`config.mk`:
```
export PLATFORM = sky130hd
export DESIGN_NAME = bad_block_scan
export DESIGN_NICKNAME = d
export VERILOG_FILES = /design/src/rtl/bbs_pkg.sv /design/src/rtl/bbs_addr_gen.sv /design/src/rtl/bbs_mark_eval.sv /design/src/rtl/bbs_bad_table.sv /design/src/rtl/bad_block_scan.sv
export SDC_FILE = /design/constraint.sdc
export NUM_CORES = 2
export LEC_CHECK = 0
export ABC_CLOCK_PERIOD_IN_PS = 3700
export BUFFER_PORTS_ARGS = -buffer_cell sky130_fd_sc_hd__buf_2
export CAP_MARGIN = 10
export CORE_MARGIN = 4
export CORE_UTILIZATION = 63
export DETAILED_ROUTE_END_ITERATION = 8
export PLACE_DENSITY = 0.79
export SLEW_MARGIN = 30
export SYNTH_ARGS = -nofsm -noshare
export SYNTH_HDL_FRONTEND = slang
export SYNTH_SLANG_ARGS = --single-unit
```
`constraint.sdc`:
```
create_clock -name clk_i -period 3.7 [get_ports clk_i]
set_clock_uncertainty 0.05 [all_clocks]
set_input_delay 0.37 -clock clk_i [delete_from_list [all_inputs] [get_ports clk_i]]
set_output_delay 0.37 -clock clk_i [all_outputs]
set_load 0.05 [all_outputs]
```
`src/rtl/bbs_pkg.sv`:
```
package bbs_pkg;
  typedef enum logic [1:0] {
    ST_REQ  = 2'd0,
    ST_EVAL = 2'd1,
    ST_DONE = 2'd2
  } scan_st_e;

  localparam logic [7:0] ERASED_BYTE = 8'hFF;
endpackage

```
`src/rtl/bbs_addr_gen.sv`:
```
module bbs_addr_gen #(
  parameter int NUM_BLOCKS      = 2048,
  parameter int PAGES_PER_BLOCK = 64,
  localparam int BLK_W = $clog2(NUM_BLOCKS),
  localparam int PG_W  = $clog2(PAGES_PER_BLOCK),
  localparam int ROW_W = BLK_W + PG_W
) (
  input  logic             clk_i,
  input  logic             rst_ni,
  input  logic             page_adv_i,
  input  logic             blk_adv_i,
  output logic [BLK_W-1:0] blk_o,
  output logic             page1_o,
  output logic             last_blk_o,
  output logic [ROW_W-1:0] row_o
);
  localparam logic [BLK_W-1:0] LAST_BLK = BLK_W'(NUM_BLOCKS - 1);

  logic [BLK_W-1:0] blk_q;
  logic             page1_q;

  always_ff @(posedge clk_i or negedge rst_ni) begin
    if (!rst_ni) begin
      blk_q   <= '0;
      page1_q <= 1'b0;
    end else if (blk_adv_i) begin
      blk_q   <= blk_q + BLK_W'(1);
      page1_q <= 1'b0;
    end else if (page_adv_i) begin
      page1_q <= 1'b1;
    end
  end

  assign blk_o      = blk_q;
  assign page1_o    = page1_q;
  assign last_blk_o = (blk_q == LAST_BLK);
  assign row_o      = {blk_q, PG_W'(page1_q)};
endmodule

```
`src/rtl/bbs_mark_eval.sv`:
```
module bbs_mark_eval (
  input  logic [7:0] byte_i,
  input  logic       err_i,
  output logic       mark_o
);
  import bbs_pkg::*;
  // any non-erased byte or a failed read counts as a mark
  assign mark_o = err_i | (byte_i != ERASED_BYTE);
endmodule

```
`src/rtl/bbs_bad_table.sv`:
```
module bbs_bad_table #(
  parameter int NUM_BLOCKS = 2048,
  localparam int BLK_W = $clog2(NUM_BLOCKS),
  localparam int CNT_W = $clog2(NUM_BLOCKS + 1)
) (
  input  logic             clk_i,
  input  logic             rst_ni,
  input  logic             wr_en_i,
  input  logic [BLK_W-1:0] wr_idx_i,
  input  logic [BLK_W-1:0] rd_idx_i,
  output logic             rd_bad_o,
  output logic [CNT_W-1:0] cnt_o
);
  logic [NUM_BLOCKS-1:0] bits_q;
  logic [CNT_W-1:0]      cnt_q;

  always_ff @(posedge clk_i or negedge rst_ni) begin
    if (!rst_ni) begin
      bits_q <= '0;
      cnt_q  <= '0;
    end else if (wr_en_i) begin
      bits_q[wr_idx_i] <= 1'b1;
      cnt_q            <= cnt_q + CNT_W'(1);
    end
  end

  assign rd_bad_o = bits_q[rd_idx_i];
  assign cnt_o    = cnt_q;
endmodule

```
`src/rtl/bad_block_scan.sv`:
```
module bad_block_scan #(
  parameter int NUM_BLOCKS      = 2048,
  parameter int PAGES_PER_BLOCK = 64,
  parameter int COL_W           = 12,
  parameter int SPARE_COL       = 2048,
  localparam int BLK_W = $clog2(NUM_BLOCKS),
  localparam int PG_W  = $clog2(PAGES_PER_BLOCK),
  localparam int ROW_W = BLK_W + PG_W,
  localparam int CNT_W = $clog2(NUM_BLOCKS + 1)
) (
  input  logic             clk_i,
  input  logic             rst_ni,
  output logic             req_o,
  output logic [ROW_W-1:0] row_o,
  output logic [COL_W-1:0] col_o,
  input  logic             ack_i,
  input  logic [7:0]       rdata_i,
  input  logic             err_i,
  output logic             done_o,
  output logic             err_o,
  output logic [CNT_W-1:0] bad_cnt_o,
  input  logic [BLK_W-1:0] tbl_idx_i,
  output logic             tbl_bad_o
);
  import bbs_pkg::*;

  scan_st_e         st_q, st_d;
  logic [7:0]       byte_q;
  logic             rerr_q;
  logic             err_q;
  logic             mark;
  logic             page1;
  logic             last_blk;
  logic             in_eval;
  logic             page_adv;
  logic             blk_adv;
  logic [BLK_W-1:0] blk;

  bbs_addr_gen #(
    .NUM_BLOCKS     (NUM_BLOCKS),
    .PAGES_PER_BLOCK(PAGES_PER_BLOCK)
  ) u_addr (
    .clk_i     (clk_i),
    .rst_ni    (rst_ni),
    .page_adv_i(page_adv),
    .blk_adv_i (blk_adv),
    .blk_o     (blk),
    .page1_o   (page1),
    .last_blk_o(last_blk),
    .row_o     (row_o)
  );

  bbs_mark_eval u_eval (
    .byte_i(byte_q),
    .err_i (rerr_q),
    .mark_o(mark)
  );

  bbs_bad_table #(
    .NUM_BLOCKS(NUM_BLOCKS)
  ) u_table (
    .clk_i   (clk_i),
    .rst_ni  (rst_ni),
    .wr_en_i (in_eval & mark),
    .wr_idx_i(blk),
    .rd_idx_i(tbl_idx_i),
    .rd_bad_o(tbl_bad_o),
    .cnt_o   (bad_cnt_o)
  );

  assign in_eval  = (st_q == ST_EVAL);
  assign page_adv = in_eval & ~mark & ~page1;
  assign blk_adv  = in_eval & (mark | page1) & ~last_blk;

  always_comb begin
    st_d = st_q;
    unique case (st_q)
      ST_REQ:  if (ack_i) st_d = ST_EVAL;
      ST_EVAL: st_d = ((mark | page1) & last_blk) ? ST_DONE : ST_REQ;
      default: st_d = ST_DONE;
    endcase
  end

  always_ff @(posedge clk_i or negedge rst_ni) begin
    if (!rst_ni) begin
      st_q   <= ST_REQ;
      byte_q <= ERASED_BYTE;
      rerr_q <= 1'b0;
      err_q  <= 1'b0;
    end else begin
      st_q <= st_d;
      if (st_q == ST_REQ && ack_i) begin
        byte_q <= rdata_i;
        rerr_q <= err_i;
      end
      if (in_eval && rerr_q) err_q <= 1'b1;
    end
  end

  assign req_o  = (st_q == ST_REQ);
  assign col_o  = COL_W'(SPARE_COL);
  assign done_o = (st_q == ST_DONE);
  assign err_o  = err_q;
endmodule

```
# Word level (Yosys, flattened, before mapping)
# Index checks and enable logic that the tools add are counted.
# op_classes
addsub	2
order_cmp	3
n_eq_ne	5
mux	9
bitwise	12
n_reduce_logical	5
# op_table
op	count
2048-bit bitwise OR	1
11-bit by 12-bit less-than comparator with 1-bit output (second input constant)	2
12-bit by 1-bit adder with 12-bit output (second input constant)	1
11-bit by 1-bit adder with 11-bit output (second input constant)	1
1-bit binary-select mux with 11-bit select	1
1-bit demux with 11-bit select	1
11-bit equality test (second input constant)	1
11-bit by 1-bit >= comparator with 1-bit output (second input constant)	1
8-bit inequality test (second input constant)	1
1-bit bitwise AND	6
1-bit two-way mux	4
2-bit two-way mux	2
2-bit case mux with 2 select lines	1
1-bit logical AND	3
1-bit inverter	3
2-bit by 1-bit equality test with 1-bit output (second input constant)	1
2-bit equality test (second input constant)	1
2-bit zero test	1
2-bit by 1-bit inequality test with 1-bit output (second input constant)	1
1-bit bitwise OR	2
2-bit nonzero test	1
# word_totals
regBits	2084
input_bits	23
out_inout_bits	45

# Logic depth before layout (Yosys ltp)
# logic_depth
ltp_word	7
ltp_mapped	15
depth_no_buf	9

# Hierarchy
# A second synthesis with hierarchy kept.
# hier_totals
cells_unflattened	6418
area_unflattened_um2	88157.0
# by_module_without_submodules
mod	n_inst	cells_each	area_each_um2	seq_area_each_um2
bbs_bad_table	1	6303	86844.5	51549.4
bbs_addr_gen	1	63	694.4	300.3
bad_block_scan	1	49	595.6	310.3
bbs_mark_eval	1	3	22.5	0.0

# Least setup slack after synthesis
# OpenSTA, ideal clock, no wires.
# synth_path
path_type	input to output
start	input tbl_idx_i[0]
end	output tbl_bad_o
arrival_ns	3.559
required_ns	3.280
path_slack_ns	-0.279
stages	14
path_buffers	6
cell_sequence	buf_6 > buf_12 > buf_12 > buf_12 > buf_12 > buf_12 > mux2i_1 > o221ai_2 > a21oi_1 > a2111oi_2 > nand2_1 > nor4_1 > nand3_1 > o311ai_1
# synth_via
elab_chain_cells	2
# synth_rtl
element	line	source
start: declaration	bad_block_scan.sv:22	input logic [BLK_W-1:0] tbl_idx_i,
1-bit binary-select mux with 11-bit select	bbs_bad_table.sv:27	assign rd_bad_o = bits_q[rd_idx_i];
1-bit two-way mux (not written as such)	bbs_bad_table.sv:27	
end: declaration	bad_block_scan.sv:23	output logic tbl_bad_o
# Every way passes these cells. The select of a mux whose other input is x is not followed.

# Final worst setup path
# layout_path
start	input tbl_idx_i[7]
end	output tbl_bad_o
# Same word-level chain as after synthesis.

==> metrics <==
outcome finished, violations left; failing checks setup timing; first-pass GRT wire length approximately 430 mm; IO buf count 50; # clock sinks approximately 2.1k; Max VDD drop approximately 510 µV; Post-Synth Adder-Cell Area less than 1%; Slew headroom ~26%; nets@finish 6690; R2R Setup Slk ~380 ps; critical path launch point type input port; Logic pwr share a little over a tenth; NetSw 13.6 mW; Crit Path Max Fanout 7; starting density of the core 63.5%; compound-gate portion of the synthesized area roughly 21%; Clock Latency Late Sink approximately 870 ps; Seq pwr share 45.8%; worst min-delay path startpoint rdata_i[6]; via count roughly 63k; Rows ~140; most frequent cells in the layout 2076 x dfrtp_1, 2031 x a21o_1, 486 x buf_4; clk root buf clkbuf_16; Worst R2R End u_table.bits_q[599]; minimum clock period 4270 ps; initial antenna violation count 15; Die ar. roughly 150000 µm²; Die Width ~380 µm; Synth async-reset ratio 100%; dominant synthesized flop cell dfrtp_1; XOR/XNOR Fraction of Synth Area less than 1%; Crit Path Class in2out; mux contribution to synthesized area approximately 14%; Arr. time, crit path between 3000 and 4000 ps; gr ovfl total 0; # fillers roughly 8.6k; worst-margin pin slew 1110 ps; Pre-antenna DRT Iters 6; Setup Viol. Count Final 1; routed len/inst between 30 and 40 µm; IO Pins 68; fmax about 230 MHz; top sig layer met5; cell-internal power about 37 mW; metal1 wirelength just over 100 mm; Hold Path Depth 3; crit share post-route 115%; R2R Path Start st_q[0]; cells on worst reg2reg path 6; PwrDens 498 nW/µm²; EDFF count, synth 0; Synth warnings 0; Netlist cell types 81; Clk pin slew, worst setup/hold paths 60 ps; setup ws final -569 ps; MaxCap Viol Count 0; H-tree levels 4; core area around 140000 µm²; drt total wl 289 mm; residual DRC count 0; P_leak about 65 nW; Num CTS Buffers just over 200; largest family of logic cells by synthesized area compound AO/OA/AOI/OAI gates; Hold WC Path Type in2reg; largest net degree at the start of global routing around 190; hpwl dp approximately 170 mm; RSZ-0062 raised after global routing true; final hold violation count 0; vias in the first global route around 65k; Overall Global Routing Usage between 30% and 40%; #FFs+latches synth between 2k and 2.5k; Hold Path Sink byte_q[6]; Simple-Gate Fraction of Synth Area under 10%; Setup TNS -569 ps; Sw Share a little over a quarter; vias per inst ~7.3; Final Util just over 70%; share of layout cells above drive strength 1 roughly a fifth; commonest non-fill, non-tap cell in the layout dfrtp_1; metal2 WL ~130 mm; number of routed nets with antenna violations 0; Iter 0 DRT Violations about 8k; CP required approximately 3300 ps; CTS tree built; post-synthesis cell count approximately 6.4k; RePlAce Congestion around 1; die height 384 µm; routed wl met3 38.0 mm; Clk pwr share 43.4%; clock buffer depth 3; final slew viol count 0; Seq/Total Area, Yosys slightly below 60%; crit path capture type output port; Mapped Area 88900 µm²; mean area per synthesized cell 13.9 µm²; area grow syn2layout 14.6%
sequential cells by signal, indices dropped and copies added, names as in the netlist:
signal	cells
byte_q	8
err_o	1
rerr_q	1
st_q	2
u_addr.blk_o	11
u_addr.page1_o	1
u_table.bits_q	2048
u_table.cnt_o	12
critical path, stage by stage:
cell and delay, ps:
buf_2 130, buf_4 160, nor2_1 640, nand2_1 360, buf_4 280, nor3_1 840, nor4_1 140, buf_4 200
o2111ai_1 100, nor4_1 100, nand3_2 150, o311ai_4 160, buf_12 200
cell families after synthesis:
family / Yosys count
AOI/OAI and AO/OA: 2452
DFF: 2084
muxes: 707
buffers and inverters: 593
and+or+nand+nor: 511
xor gates and xnor gates: 20
adders and majority gates: 5
other: 2
metal layers:
layer  vias to the layer above  global-route usage, %
met1                     33200                   52.2
met5                         -                      0
met3                      1305                   13.9
met2                      4719                   57.3
li1                      24300                      -
met4                        12                   24.4
synthesized netlist by cell type, drive strengths merged, types with 10 or more instances:
cell type | instances | area (µm²)
dfrtp | 2076 | 51900
a21o | 2031 | 15200
clkbuf | 431 | 1940
mux4 | 392 | 9100
mux2i | 299 | 2990
buf | 154 | 1480
nor2 | 153 | 574
o221ai | 117 | 1050
nor3 | 106 | 531
nand2 | 93 | 349
a21oi | 78 | 390
o22ai | 68 | 425
o21ai | 41 | 205
nand3 | 37 | 185
a22oi | 34 | 255
nand4 | 23 | 144
o21bai | 19 | 143
and3 | 16 | 101
mux2 | 16 | 180
xnor2 | 16 | 140
and2 | 12 | 77.6
nor4 | 12 | 75.1
a211oi | 11 | 82.6
nand3b | 11 | 82.6
nor2b | 11 | 68.8
a2111oi | 10 | 93.8
power groups by stage:
stage | sequential (mW) | clock (mW) | combinational [mW]
floorplan | 23.8 | 0 | 2.17
global placement | 23.6 | 0 | 5.12
detailed placement | 23.7 | 0 | 5.21
CTS | 23.2 | 22.0 | 5.27
global route | 23.3 | 23.0 | 5.52
finish | 23.3 | 22.0 | 5.49
through the flow:
step	hold slack, ps	power [mW]	cell area [µm²]	worst slack (ps)	cells
CTS	206	50.5	102000	-403	8712
detailed placement	250	28.9	94300	-675	8317
floorplan	24.4	26.0	88900	149	6389
finish	245	50.8	102000	-569	8722
global placement	255	28.8	94000	-592	8311
global route	241	51.8	102000	-452	8714
layout make-up:
type,count,area [µm²],area share [%]
flip-flops and latches,2084,52200,51.2
multi-input cells,3712,33800,33.2
repair buffers,655,6280,6.17
clock buffers,288,5940,5.83
well taps,1876,2350,2.31
clock inverters,93,1250,1.23
inverters,6,28.8,0.0283
diodes,8,20.0,0.0197
what timing repair did:
item / 4_1_cts / 5_1_grt
pin swaps: 2 / 8
gates resized for setup: 15 / 22
endpoints found under the hold margin: 1038 / 0
hold buffers: 13 / 0
setup buffers: 1 / 0
setup endpoints to repair: 1 / 1
how the worst max path moves through the flow:
| stage | start | to | depth (start not counted) |
|---|---|---|---|
| after global routing | u_table.bits_q[1296] | tbl_bad_o | 10 |
| after global placement | tbl_idx_i[0] | tbl_bad_o | 14 |
| final | tbl_idx_i[7] | tbl_bad_o | 13 |
| after CTS | u_table.bits_q[1459] | tbl_bad_o | 11 |
| after floorplan | tbl_idx_i[0] | tbl_bad_o | 14 |
| after detailed placement | tbl_idx_i[0] | tbl_bad_o | 14 |
No activity file was read; power rests on OpenSTA's default activity.
